## src/rtl/bias_comp_pkg.sv

```systemverilog
// Package: shared types for the body bias controller.
// Assumes: nothing; pure type definitions.
package bias_comp_pkg;

    typedef enum logic [2:0] {
        SEQ_IDLE   = 3'd0,
        SEQ_MEAS   = 3'd1,
        SEQ_CHECK  = 3'd2,
        SEQ_SETTLE = 3'd3,
        SEQ_DONE   = 3'd4
    } seq_state_t;

    localparam int unsigned N_WELLS = 2;
    localparam int unsigned WELL_P  = 0;  // p-well, steered by nMOS monitor
    localparam int unsigned WELL_N  = 1;  // n-well, steered by pMOS monitor

endpackage

```

## src/rtl/bias_well_loop.sv

```systemverilog
// Module: one well's forward-bias stepping loop.
// On each evaluation strobe it compares the monitor count with the target.
// If the monitor is fast enough, the well is marked met and the code freezes.
// If it is slow and the code is below full scale, the code rises by one.
// If it is slow at full scale, the well is marked saturated.
// Assumes: eval is a single-cycle strobe; clear has priority over eval.
module bias_well_loop #(
    parameter int unsigned CODE_W = 6,
    parameter int unsigned CNT_W  = 12
) (
    input  logic              clk,
    input  logic              rst_n,
    input  logic              clear,
    input  logic              eval,
    input  logic [CNT_W-1:0]  mon_cnt,
    input  logic [CNT_W-1:0]  target,
    output logic [CODE_W-1:0] code,
    output logic              met,
    output logic              sat
);
    localparam logic [CODE_W-1:0] CODE_MAX = {CODE_W{1'b1}};

    logic slow;
    logic finished;

    // Purpose: classify the current measurement and the loop's own state.
    always_comb begin
        slow     = (mon_cnt < target);
        finished = met | sat;
    end

    // Purpose: step, freeze or saturate the bias code on each evaluation.
    always_ff @(posedge clk) begin
        if (!rst_n || clear) begin
            code <= '0;
            met  <= 1'b0;
            sat  <= 1'b0;
        end else if (eval && !finished) begin
            if (!slow) begin
                met <= 1'b1;
            end else if (code == CODE_MAX) begin
                sat <= 1'b1;
            end else begin
                code <= code + 1'b1;
            end
        end
    end
endmodule

```

## src/rtl/bias_settle_timer.sv

```systemverilog
// Module: settling-interval down-counter.
// load captures the length; while run is high the count falls to zero.
// expired is high while running with the count at zero.
// Assumes: load and run are never high together.
module bias_settle_timer #(
    parameter int unsigned SET_W = 8
) (
    input  logic             clk,
    input  logic             rst_n,
    input  logic             load,
    input  logic             run,
    input  logic [SET_W-1:0] len,
    output logic             expired
);
    logic [SET_W-1:0] remain;

    // Purpose: load or count down the settle interval.
    always_ff @(posedge clk) begin
        if (!rst_n) begin
            remain <= '0;
        end else if (load) begin
            remain <= len;
        end else if (run && remain != '0) begin
            remain <= remain - 1'b1;
        end
    end

    // Purpose: flag the last cycle of the settle interval.
    always_comb begin
        expired = run && (remain == '0);
    end
endmodule

```

## src/rtl/bias_seq.sv

```systemverilog
// Module: run sequencer for the compensation loop.
// It moves through idle, measure, check, settle and done.
// It issues the clear, evaluation, timer-load and measurement-request controls.
// Assumes: all_fin reflects the well flags updated by the previous evaluation.
module bias_seq
    import bias_comp_pkg::*;
(
    input  logic clk,
    input  logic rst_n,
    input  logic start,
    input  logic mon_valid,
    input  logic all_fin,
    input  logic expired,
    output logic clear,
    output logic eval,
    output logic load,
    output logic run,
    output logic meas_req,
    output logic busy,
    output logic done
);
    seq_state_t state, state_nx;

    // Purpose: next-state and control decode.
    always_comb begin
        state_nx = state;
        clear    = 1'b0;
        eval     = 1'b0;
        load     = 1'b0;
        case (state)
            SEQ_IDLE, SEQ_DONE: begin
                if (start) begin
                    clear    = 1'b1;
                    state_nx = SEQ_MEAS;
                end
            end
            SEQ_MEAS: begin
                if (mon_valid) begin
                    eval     = 1'b1;
                    state_nx = SEQ_CHECK;
                end
            end
            SEQ_CHECK: begin
                if (all_fin) begin
                    state_nx = SEQ_DONE;
                end else begin
                    load     = 1'b1;
                    state_nx = SEQ_SETTLE;
                end
            end
            SEQ_SETTLE: begin
                if (expired) state_nx = SEQ_MEAS;
            end
            default: state_nx = SEQ_IDLE;
        endcase
    end

    // Purpose: state register.
    always_ff @(posedge clk) begin
        if (!rst_n) state <= SEQ_IDLE;
        else        state <= state_nx;
    end

    // Purpose: Moore outputs.
    always_comb begin
        run      = (state == SEQ_SETTLE);
        meas_req = (state == SEQ_MEAS);
        busy     = (state == SEQ_MEAS) || (state == SEQ_CHECK) || (state == SEQ_SETTLE);
        done     = (state == SEQ_DONE);
    end
endmodule

```

## src/rtl/bias_comp_ctrl.sv

```systemverilog
// Module: top of the per-well forward body bias controller.
// Two independent stepping loops share one sequencer and one settle timer.
// Index WELL_P holds the p-well code, driven by the nMOS monitor.
// Index WELL_N holds the n-well code, driven by the pMOS monitor.
// Assumes: the monitor counts are stable in the cycle mon_valid is high.
module bias_comp_ctrl
    import bias_comp_pkg::*;
#(
    parameter int unsigned CODE_W = 6,
    parameter int unsigned CNT_W  = 12,
    parameter int unsigned SET_W  = 8
) (
    input  logic              clk,
    input  logic              rst_n,
    input  logic              start,
    input  logic [SET_W-1:0]  settle_len,
    input  logic              mon_valid,
    input  logic [CNT_W-1:0]  nmon_cnt,
    input  logic [CNT_W-1:0]  pmon_cnt,
    input  logic [CNT_W-1:0]  nmon_target,
    input  logic [CNT_W-1:0]  pmon_target,
    output logic              meas_req,
    output logic [CODE_W-1:0] pw_code,
    output logic [CODE_W-1:0] nw_code,
    output logic              busy,
    output logic              done,
    output logic              pw_sat,
    output logic              nw_sat
);
    logic [CNT_W-1:0]  cnt_arr  [N_WELLS];
    logic [CNT_W-1:0]  tgt_arr  [N_WELLS];
    logic [CODE_W-1:0] code_arr [N_WELLS];
    logic [N_WELLS-1:0] met_v, sat_v;
    logic clear, eval, load, run, expired, all_fin;

    // Purpose: route each monitor to the well it controls.
    always_comb begin
        cnt_arr[WELL_P] = nmon_cnt;
        tgt_arr[WELL_P] = nmon_target;
        cnt_arr[WELL_N] = pmon_cnt;
        tgt_arr[WELL_N] = pmon_target;
        all_fin         = &(met_v | sat_v);
    end

    for (genvar w = 0; w < N_WELLS; w++) begin : g_well
        bias_well_loop #(.CODE_W(CODE_W), .CNT_W(CNT_W)) loop_i (
            .clk     (clk),
            .rst_n   (rst_n),
            .clear   (clear),
            .eval    (eval),
            .mon_cnt (cnt_arr[w]),
            .target  (tgt_arr[w]),
            .code    (code_arr[w]),
            .met     (met_v[w]),
            .sat     (sat_v[w])
        );
    end

    bias_settle_timer #(.SET_W(SET_W)) timer_i (
        .clk     (clk),
        .rst_n   (rst_n),
        .load    (load),
        .run     (run),
        .len     (settle_len),
        .expired (expired)
    );

    bias_seq seq_i (
        .clk       (clk),
        .rst_n     (rst_n),
        .start     (start),
        .mon_valid (mon_valid),
        .all_fin   (all_fin),
        .expired   (expired),
        .clear     (clear),
        .eval      (eval),
        .load      (load),
        .run       (run),
        .meas_req  (meas_req),
        .busy      (busy),
        .done      (done)
    );

    // Purpose: expose per-well results on named ports.
    always_comb begin
        pw_code = code_arr[WELL_P];
        nw_code = code_arr[WELL_N];
        pw_sat  = sat_v[WELL_P];
        nw_sat  = sat_v[WELL_N];
    end
endmodule

```

## config.mk

```make
export PLATFORM = sky130hd
export DESIGN_NAME = bias_comp_ctrl
export DESIGN_NICKNAME = d
export VERILOG_FILES = /design/src/rtl/bias_comp_pkg.sv /design/src/rtl/bias_well_loop.sv /design/src/rtl/bias_settle_timer.sv /design/src/rtl/bias_seq.sv /design/src/rtl/bias_comp_ctrl.sv
export SDC_FILE = /design/constraint.sdc
export NUM_CORES = 1
export LEC_CHECK = 0
export ABC_AREA = 1
export BUFFER_PORTS_ARGS = -buffer_cell sky130_fd_sc_hd__buf_2
export CAP_MARGIN = 20
export CORE_MARGIN = 2
export CORE_UTILIZATION = 40
export DETAILED_ROUTE_END_ITERATION = 8
export PLACE_DENSITY = 0.69
export SYNTH_ARGS = -nofsm -noshare
export SYNTH_HDL_FRONTEND = slang
export SYNTH_SLANG_ARGS = --single-unit
```

## constraint.sdc

```tcl
create_clock -name clk -period 1.6 [get_ports clk]
set_input_delay 0.4 -clock clk [delete_from_list [all_inputs] [get_ports clk]]
set_output_delay 0.4 -clock clk [all_outputs]
set_load 0.02 [all_outputs]
```

==> results of run 1 <==
## synthesized netlist by cell type, types with 2 or more instances
library cell	n	area, µm²
a21o_1	2	15.0
a21oi_1	29	145
a21oi_2	2	17.5
dfxtp_1	27	541
ha_1	26	325
inv_1	57	214
inv_2	5	18.8
nand2_1	71	267
nand3_1	18	90.1
nand3_2	5	50.1
nand4_1	15	93.8
nor2_1	29	109
nor2_4	2	22.5
nor3_1	2	10.0
nor3_2	2	20.0
o21ai_0	6	30.0
o21ai_1	6	30.0
o21ai_2	2	17.5
xnor2_1	3	26.3
xor2_1	7	61.3
## layout make-up
cell class	instances	area (µm²)	share of cell area
timing repair buffer	92	500	0.177
tap	70	87.6	0.0311
multi-input combinational	233	1410	0.501
sequential	27	542	0.192
clock buffer	4	45.0	0.0160
inverter	62	233	0.0825
## repair_timing
action                     4_1_cts  5_1_grt
gates resized for setup          1        5
setup endpoints to repair        1       13
buffers inserted                 0        2
hold buffers                     0        0
pin swaps                        0        3
## worst max-delay path: stages, from the launching register on
cell and delay (ps):
dfxtp_1 360, nor2_2 140, inv_1 100, nor2_1 90, buf_2 160
## worst paths after layout
path | depth (start not counted) | slack [ps] | to
setup / recovery | 4 | 80 | done
hold / removal | 3 | 430 | timer_i.remain[6]
setup reg to reg | 8 | 170 | timer_i.remain[5]
hold reg to reg | 2 | 470 | g_well[1].loop_i.sat
## flip-flops by register name (all words and copies together) (netlist names)
register,flops
g_well.loop_i.code,12
g_well.loop_i.met,2
timer_i.remain,8
seq_i.state,3
g_well.loop_i.sat,2
## per-stage QoR
stage | area, µm² | total power, mW
floorplan | 2180 | 1.29
global placement | 2740 | 1.50
detailed placement | 2740 | 1.51
CTS | 2790 | 1.91
global route | 2820 | 2.06
finish | 2820 | 1.90
## metal layers
| layer | wire (µm) | vias up |
|---|---|---|
| li1 | - | 1239 |
| met1 | 2380 | 1003 |
| met2 | 2390 | 66 |
| met3 | 216 | 2 |
| met4 | 28 | 0 |
| met5 | 0 | - |
## cells in the final DEF (no fill, tap or decap), drive strengths merged, types with 3 or more instances in the layout
master and instances:
buf 92, nand2 72, inv 62, a21oi 32, nor2 32, dfxtp 27
ha 26, nand3 23, nand4 15, o21ai 14, xor2 7, clkbuf 4
nor3 4, xnor2 3
## power by group
group | total (mW) | internal, mW | switching (mW)
clock network | 0.387 | 0.178 | 0.209
registers | 0.745 | 0.710 | 0.0348
logic | 0.768 | 0.323 | 0.446
total | 1.90 | 1.21 | 0.689
## kinds of logic after synthesis
kind of cell               after synthesis
and+or+nand+nor                        148
AOI/OAI and AO/OA                       49
xor gates and xnor gates                10
buffers and inverters                   64
adders and majority gates               26
DFF                                     27
==> metrics, run 1 <==
global-route wire length before repair 9030 µm; Relative slew margins 0.825; min cycle time layout 1520 ps; level count of the clock H-tree 1; clock slew seen by the registers of the worst setup and hold paths 90 ps; combinational family with the most area after synthesis simple AND/OR/NAND/NOR gates; Rows 26; number of violations reported at the end of detailed-routing iteration 0 79; total I/O pin count 77; kind of end point of the critical path primary output; Layout Skew 3.12 ps; clock root buffer master clkbuf_8; crit path setup slack, layout 83.1 ps; fraction of the mapped netlist area in adder cells 0.150; Worst Setup SP seq_i.state[0]; synthesis warning total 0; Post-Route Setup TNS 0 ps; Post-synth EDFFs 0; fmax 659 MHz; number of unique standard cell types used by synthesis 28; synthesized area per cell 6.69 µm²; GR Util All Layers 0.174; TritonCTS Sinks 27; run status completed; vias in the first global route 2,217; post-synthesis net count 410; starting density of the core 0.419; number of buffers on the longest clock path 2; post-synthesis instance area 2170 µm²; final non-filler cell total 488; proportion of synthesized flip-flops having asynchronous set or reset 0; largest fanout on the critical path 4; RSZ-0062 raised after global routing no; Crit path arrival time 1120 ps; register area share after synthesis 0.249; met1 Track Usage GR 0.229; clock buffer count from CTS 3; pins over their slew limit 0; fraction of synthesized cell area in xor and xnor cells 0.0404; critical path data required time 1200 ps; R2R Path Start timer_i.remain[4]; largest net degree at the start of global routing 17; die width 77.6 µm; die outline height 77.6 µm; post-layout util 0.545; number of setup violations in the final report 0; Synth-to-Final Area Change 30.1%; quantity of I/O buffers inserted on ports 76; global routing's busiest layer met2; Most used DFF post-synth dfxtp_1; number of failing hold endpoints at the final stage 0; vias after detailed routing 2,310; HPWL after detailed placement 4100 µm; initial antenna violation count 0; total iterations of the first detailed-routing run 5; leakage dissipation 1.54 nW; total power density per cell area 674 nW/µm²; max-capacitance violation count 0; final critical-path share of the clock period 0.948; Worst Max-Slew Pin Slew 262 ps; number of synthesized register bits 27; ant diodes 0; core area 5170 µm²; Die Area 6030 µm²; total grt overflow 0; min-delay worst type in2reg; Post-route DRC 0; worst setup timing slack at the placement stage -204 ps; Clock Latency Late Sink 270 ps; Simple-Gate Fraction of Synth Area 0.317; final weighted congestion of routability-driven global placement 0.827; via count normalized by instance count 4.73; Routed WL 5010 µm; per-cell routed wire length 10.3 µm; cell count after placement 482; global routing usage on met2 0.304; nets 505; Gate Count Post-Synth 324; CTS tree yes; Hold Startpoint settle_len[6]; CP Launch Type flip-flop; fraction of met3 tracks used by global routing 0.0198; worst supply voltage drop on vdd 502 µV; share of layout cells above drive strength 1 0.292; Setup CP Type reg2out; number of nets still failing antenna checks after routing 0; Filler Cells Inserted 527; fraction of the mapped netlist area in compound gates 0.129; multiplexer fraction of the synthesized cell area 0; hold slack 427 ps
(Power assumes the default switching activity.)
==> run 2: changes to the inputs <==
--- a/config.mk
+++ b/config.mk
@@ -8,10 +8,12 @@
 export ABC_AREA = 1
 export BUFFER_PORTS_ARGS = -buffer_cell sky130_fd_sc_hd__buf_2
 export CAP_MARGIN = 20
-export CORE_MARGIN = 2
+export CORE_MARGIN = 10
 export CORE_UTILIZATION = 40
 export DETAILED_ROUTE_END_ITERATION = 8
+export GPL_TIMING_DRIVEN = 0
 export PLACE_DENSITY = 0.69
+export SETUP_SLACK_MARGIN = 0.15
 export SYNTH_ARGS = -nofsm -noshare
 export SYNTH_HDL_FRONTEND = slang
 export SYNTH_SLANG_ARGS = --single-unit
==> run 2 against run 1 <==
Against the previous run: cell area grew 19%; sequential power grew 1%; highest routed layer unchanged; clock power grew 9.6%; largest cell class unchanged; count of clock-buffer cells in the layout shrank 1; worst hold slack lost 11 ps; register-to-register slack lost 20 ps; first-iteration DRC count shrank 35%; critical path depth grew 5; non-clock buffer count shrank 2; clock skew shrank 0.82 ps.
==> metrics, run 2 (synthesized netlist as in run 1, its figures left out) <==
run status completed; share of layout cells above drive strength 1 0.469 (+0.177); Worst Setup SP seq_i.state[2]; most flop-heavy register g_well.loop_i.code; vias in the first global route 2,400 (+8.3%); pins over their slew limit 0 (unchanged); DR WL met3 340 µm (+57%); final non-filler cell total 488 (unchanged); Post-route DRC 0 (unchanged); final weighted congestion of routability-driven global placement 0.854 (+3.3%); capture point of the worst reg-to-reg path g_well[1].loop_i.code[4]; initial antenna violation count 0 (unchanged); end point of the most critical hold path timer_i.remain[5]; most frequent standard cell in the layout excluding fill and tap cells buf_2; TritonCTS Sinks 27 (unchanged); Hold Path Depth 5 (+2); net switching fraction of the power 0.388 (+0.0251); starting density of the core 0.419 (unchanged); crit path setup slack, layout 153 ps (+70.1 ps); clock buffer count from CTS 3 (unchanged); core area 5170 µm² (unchanged); Clock Latency Late Sink 280 ps (about the same); worst supply voltage drop on vdd 569 µV (+13%); total iterations of the first detailed-routing run 5 (unchanged); global-route wire length before repair 10,200 µm (+13%); kind of end point of the critical path flip-flop; Overall Power 2.18 mW (+15%); Top Metal Used met4; worst setup timing slack at the placement stage -371 ps (-167 ps); ant diodes 0 (unchanged); Filler Cells Inserted 482 (-8.5%); total I/O pin count 77 (unchanged); Hold Startpoint settle_len[5]; critical path data required time 1760 ps (+560 ps); HPWL after detailed placement 4700 µm (+14%); clock slew seen by the registers of the worst setup and hold paths 100 ps (about the same); number of buffers on the longest clock path 2 (unchanged); sequential power share 0.345 (-0.047); number of failing hold endpoints at the final stage 0 (unchanged); Crit path arrival time 1610 ps (+490 ps); per-cell routed wire length 12.9 µm (+26%); nets 505 (unchanged); Rows 26 (unchanged); die width 93.6 µm (+21%); number of nets still failing antenna checks after routing 0 (unchanged); max-capacitance violation count 0 (unchanged); Routed WL 6300 µm (+26%); Die Area 8770 µm² (+45%); number of flip-flops in the largest register 12 (unchanged); level count of the clock H-tree 1 (unchanged); cell count after placement 470 (-2.5%); quantity of I/O buffers inserted on ports 76 (unchanged); Setup CP Type reg2reg; largest fanout on the critical path 7 (+3); largest net degree at the start of global routing 18 (+1); hold slack 416 ps (-10.6 ps); total grt overflow 0 (unchanged); CP Launch Type flip-flop; met2 routed WL 3200 µm (+34%); min-delay worst type in2reg; commonest non-fill, non-tap cells in the layout buf_2, nand2_1, inv_1; min cycle time layout 1450 ps (-70.1 ps); sw power 847 µW (+23%); clock root buffer master clkbuf_8; Worst Max-Slew Pin Slew 455 ps (+193 ps); Layout Skew 2.30 ps (-0.822 ps); fmax 691 MHz (+4.8%); number of setup violations in the final report 0 (unchanged); CTS tree yes; proportion of power drawn by combinational gates 0.461 (+0.057); clock share of power 0.194 (-0.010); r2r worst-path depth 9 (+1); total routed wire length on the met1 layer 2670 µm (+12%); Relative slew margins 0.696 (-0.128); post-layout util 0.651 (+0.106); Register-to-Register Setup Slack 150 ps (-20 ps); via count normalized by instance count 4.86 (+2.8%); leakage dissipation 1.61 nW (+4.5%); GR Util All Layers 0.134 (-0.0396); Internal Power 1.34 mW (+10%); Synth-to-Final Area Change 55.3%; final critical-path share of the clock period 0.904 (-0.0438); largest registers g_well.loop_i.code x12, timer_i.remain x8, seq_i.state x3; vias after detailed routing 2,374 (+2.8%); total power density per cell area 648 nW/µm² (-3.8%); die outline height 93.6 µm (+21%); number of violations reported at the end of detailed-routing iteration 0 51 (-35%); RSZ-0062 raised after global routing yes; R2R Path Start seq_i.state[2]
run 2: cell types whose count changed in the layout (fill, tap and decap cells not counted), moves of 10 or more:
cell / previous run / this run
nand2_2: 2 / 17
inv_1: 57 / 41
buf_6: 0 / 11
a21oi_2: 0 / 10
a21oi_1: 29 / 19
ha_4: 0 / 13
nand2_1: 70 / 52
ha_1: 26 / 12
run 2: area by class of cell:
cell class	count	area, µm²	share of cell area
multi-input cells	235	1820	0.539
repair buffers	88	553	0.164
flip-flops and latches	27	553	0.164
clock inverters	1	8.76	0.00260
well taps	70	87.6	0.0260
inverters	62	293	0.0869
clock buffers	3	41.3	0.0123
plain buffers	2	16.3	0.00483
run 2: routing by layer:
| metal | vias up | GRT usage |
|---|---|---|
| met4 | 0 | 0.0405 |
| met1 | 1072 | 0.150 |
| li1 | 1238 | - |
| met5 | - | 0 |
| met3 | 8 | 0.0280 |
| met2 | 56 | 0.248 |
run 2: what timing repair did:
item,CTS,global route
cloned,2,0
setup buffers,7,5
gates resized for setup,19,72
hold buffers,0,0
pin swaps,7,27
setup endpoints to repair,19,25
run 2: worst max path at each step:
| stage | endpoint | slack (ps) | depth (start not counted) |
|---|---|---|---|
| global placement | g_well[0].loop_i.code[3] | -340 | 11 |
| global route | g_well[0].loop_i.sat | 70 | 6 |
| floorplan | g_well[1].loop_i.code[3] | 70 | 10 |
| finish | g_well[1].loop_i.code[4] | 150 | 9 |
| detailed placement | g_well[1].loop_i.code[3] | -370 | 11 |
| CTS | g_well[1].loop_i.code[3] | 130 | 11 |
run 2: power groups by stage:
stage	Combinational, mW	Sequential, mW	Clock (mW)
floorplan	0.580	0.756	0
global placement	0.781	0.759	0
detailed placement	0.799	0.760	0
CTS	0.860	0.751	0.436
global route	1.13	0.761	0.465
finish	1.01	0.754	0.424
run 2: per-stage QoR:
stage	TNS (ps)	instance area, µm²
global placement	-4660	2880
CTS	0	3060
finish	0	3370
global route	0	3370
floorplan	0	2420
detailed placement	-4840	2880
run 2: worst max-delay path, cell delays in order, from the launching register on:
cell and delay, ps:
dfxtp_4 380, inv_4 60, nand3_2 80, inv_2 90
buf_6 110, nand3_4 70, nor2_4 230, nand3_4 160
nand2_2 110, a21oi_2 50
==> run 3: changes to the inputs <==
--- a/config.mk
+++ b/config.mk
@@ -13,6 +13,7 @@
 export DETAILED_ROUTE_END_ITERATION = 8
 export GPL_TIMING_DRIVEN = 0
 export PLACE_DENSITY = 0.69
+export REMOVE_ABC_BUFFERS = 1
 export SETUP_SLACK_MARGIN = 0.15
 export SYNTH_ARGS = -nofsm -noshare
 export SYNTH_HDL_FRONTEND = slang
==> run 3 against run 2 <==
Against the previous run: die area stayed put; combinational power hardly changed; global-route usage is 0.39 points higher; non-clock buffer count is 2 higher; critical path depth is 5 lower; critical path type is now reg2out; critical endpoint is now meas_req; first-iteration DRC count is 73% higher; sequential share of layout area is 0.13 points higher.
==> metrics, run 3 (synthesized netlist as in run 1, its figures left out) <==
run status completed; worst supply voltage drop on vdd 344 µV (-40%); nets 506 (+0.20%); vias after detailed routing 2,384 (+0.42%); most frequent standard cell in the layout excluding fill and tap cells buf_2; critical path data required time 1200 ps (-560 ps); total I/O pin count 77 (unchanged); crit path setup slack, layout 113 ps (-40.2 ps); min-delay worst type in2reg; CTS hold repair buffers 0 (unchanged); final weighted congestion of routability-driven global placement 0.834 (-2.4%); CTS tree yes; slowest stage cell on the critical path dfxtp_2; quantity of I/O buffers inserted on ports 76 (unchanged); die outline height 93.6 µm (unchanged); Worst Max-Slew Pin Slew 507 ps (+51.3 ps); level count of the clock H-tree 1 (unchanged); number of setup violations in the final report 0 (unchanged); Routed WL 6800 µm (+7.9%); Hold Path Depth 3 (-2); RSZ-0062 raised after global routing yes; number of buffers on the longest clock path 2 (unchanged); total iterations of the first detailed-routing run 5 (unchanged); share of layout cells above drive strength 1 0.480 (+0.0108); starting density of the core 0.419 (unchanged); largest delay contributor family on the critical path flip-flops; clock root buffer master clkbuf_8; total power density per cell area 659 nW/µm² (+1.8%); TritonCTS Sinks 27 (unchanged); Crit path arrival time 1090 ps (-520 ps); leakage dissipation 1.63 nW (+1.2%); total grt overflow 0 (unchanged); cell depth of the worst setup path 4 (-5); critical path's largest stage delay 360 ps (-20 ps); vias in the first global route 2,322 (-3.3%); Relative slew margins 0.661 (-0.0355); largest registers g_well.loop_i.code x12, timer_i.remain x8, seq_i.state x3; number of violations reported at the end of detailed-routing iteration 0 88 (+73%); sum of buffers and inverters on the critical path 3 (unchanged); global-route wire length before repair 10,300 µm (+1.1%); critical path cell sequence inv_2 -> nand3_2 -> inv_4 -> buf_6; number of flip-flops in the largest register 12 (unchanged); r2r worst-path depth 8 (-1); max-capacitance violation count 0 (unchanged); final critical-path share of the clock period 0.929 (+0.0251); worst setup timing slack at the placement stage -430 ps (-59.0 ps); largest fanout on the critical path 4 (-3); initial antenna violation count 0 (unchanged); number of nets still failing antenna checks after routing 0 (unchanged); Die Area 8770 µm² (unchanged); core area 5170 µm² (unchanged); die width 93.6 µm (unchanged); Clock Latency Late Sink 290 ps (about the same); Synth-to-Final Area Change 54.8%; Setup CP Type reg2out; largest net degree at the start of global routing 17 (-1); kind of end point of the critical path primary output; number of failing hold endpoints at the final stage 0 (unchanged); CP Launch Type flip-flop; proportion of power drawn by combinational gates 0.465 (+0.004); Rows 26 (unchanged); sequential power share 0.343 (-0.002); most flop-heavy register g_well.loop_i.code; Post-Route Setup TNS 0 ps (unchanged); GR Util All Layers 0.138 (+0.00386); clock share of power 0.192 (-0.002); min cycle time layout 1490 ps (+40.2 ps); ant diodes 0 (unchanged); via count normalized by instance count 4.88 (+0.22%); sw power 867 µW (+2.4%); net switching fraction of the power 0.391 (+0.00361); clock buffer count from CTS 3 (unchanged); HPWL after detailed placement 4500 µm (-4.1%); per-cell routed wire length 13.9 µm (+7.7%); Internal Power 1.35 mW (+0.82%); commonest non-fill, non-tap cells in the layout buf_2, nand2_1, inv_1; Layout Skew 9.43 ps (+7.13 ps); fmax 673 MHz (-2.7%); Overall Power 2.21 mW (+1.4%); Filler Cells Inserted 436 (-9.5%); pins over their slew limit 0 (unchanged); clock slew seen by the registers of the worst setup and hold paths 100 ps (about the same); Post-route DRC 0 (unchanged)
-- run 3: cell count changes in the layout (fill, tap and decap cells not counted), sizes merged --
cell      change
clkinvlp      +1
buf           +2
a21oi         -1
inv           -1
-- run 3: worst register-to-register path, delay by kind of cell, from the launching register on --
kind	cells	cell delay, ps
buffers and inverters	3	370
and+or+nand+nor	4	500
DFF	1	360
AOI/OAI and AO/OA	1	140
-- run 3: final cells by class --
class                   instances  area (µm²)  share of cell area
clock inverters                 1        7.51             0.00224
well taps                      70        87.6              0.0261
repair buffers                 92         606               0.180
inverters                      62         248              0.0738
clock buffers                   3        41.3              0.0123
flip-flops and latches         27         556               0.165
multi-input cells             234        1810               0.540
-- run 3: what timing repair did --
action	CTS	global route
buffers inserted	12	4
setup endpoints to repair	27	27
pin swaps	15	36
resized for setup	41	94
cloned	1	0
-- run 3: power groups by stage --
stage | sequential, mW | combinational [mW] | clock, mW
after global placement | 0.760 | 0.694 | 0
after detailed placement | 0.761 | 0.710 | 0
after floorplan | 0.756 | 0.515 | 0
after CTS | 0.749 | 0.830 | 0.428
final | 0.759 | 1.03 | 0.425
after global routing | 0.765 | 1.14 | 0.441
-- run 3: final timing paths --
path,slack [ps],to,startpoint
setup reg to reg,170,g_well[1].loop_i.code[3],seq_i.state[2]
setup / recovery,110,meas_req,seq_i.state[2]
hold / removal,400,timer_i.remain[0],settle_len[0]
hold reg to reg,480,g_well[0].loop_i.sat,g_well[0].loop_i.sat
-- run 3: metrics by stage --
step	hold WS, ps	instances	utilization	cell area [µm²]
floorplan	437	322	-	2150
global placement	454	468	0.507	2620
detailed placement	461	468	0.507	2620
CTS	401	485	0.571	2960
global route	451	489	0.649	3360
finish	399	489	0.649	3360
-- run 3: layer usage --
layer,global-route usage,part of all wire,vias to the layer above
met5,0,0,-
met4,0.0405,0.017,0
met3,0.0256,0.058,9
met2,0.249,0.52,58
met1,0.161,0.41,1081
li1,-,-,1236
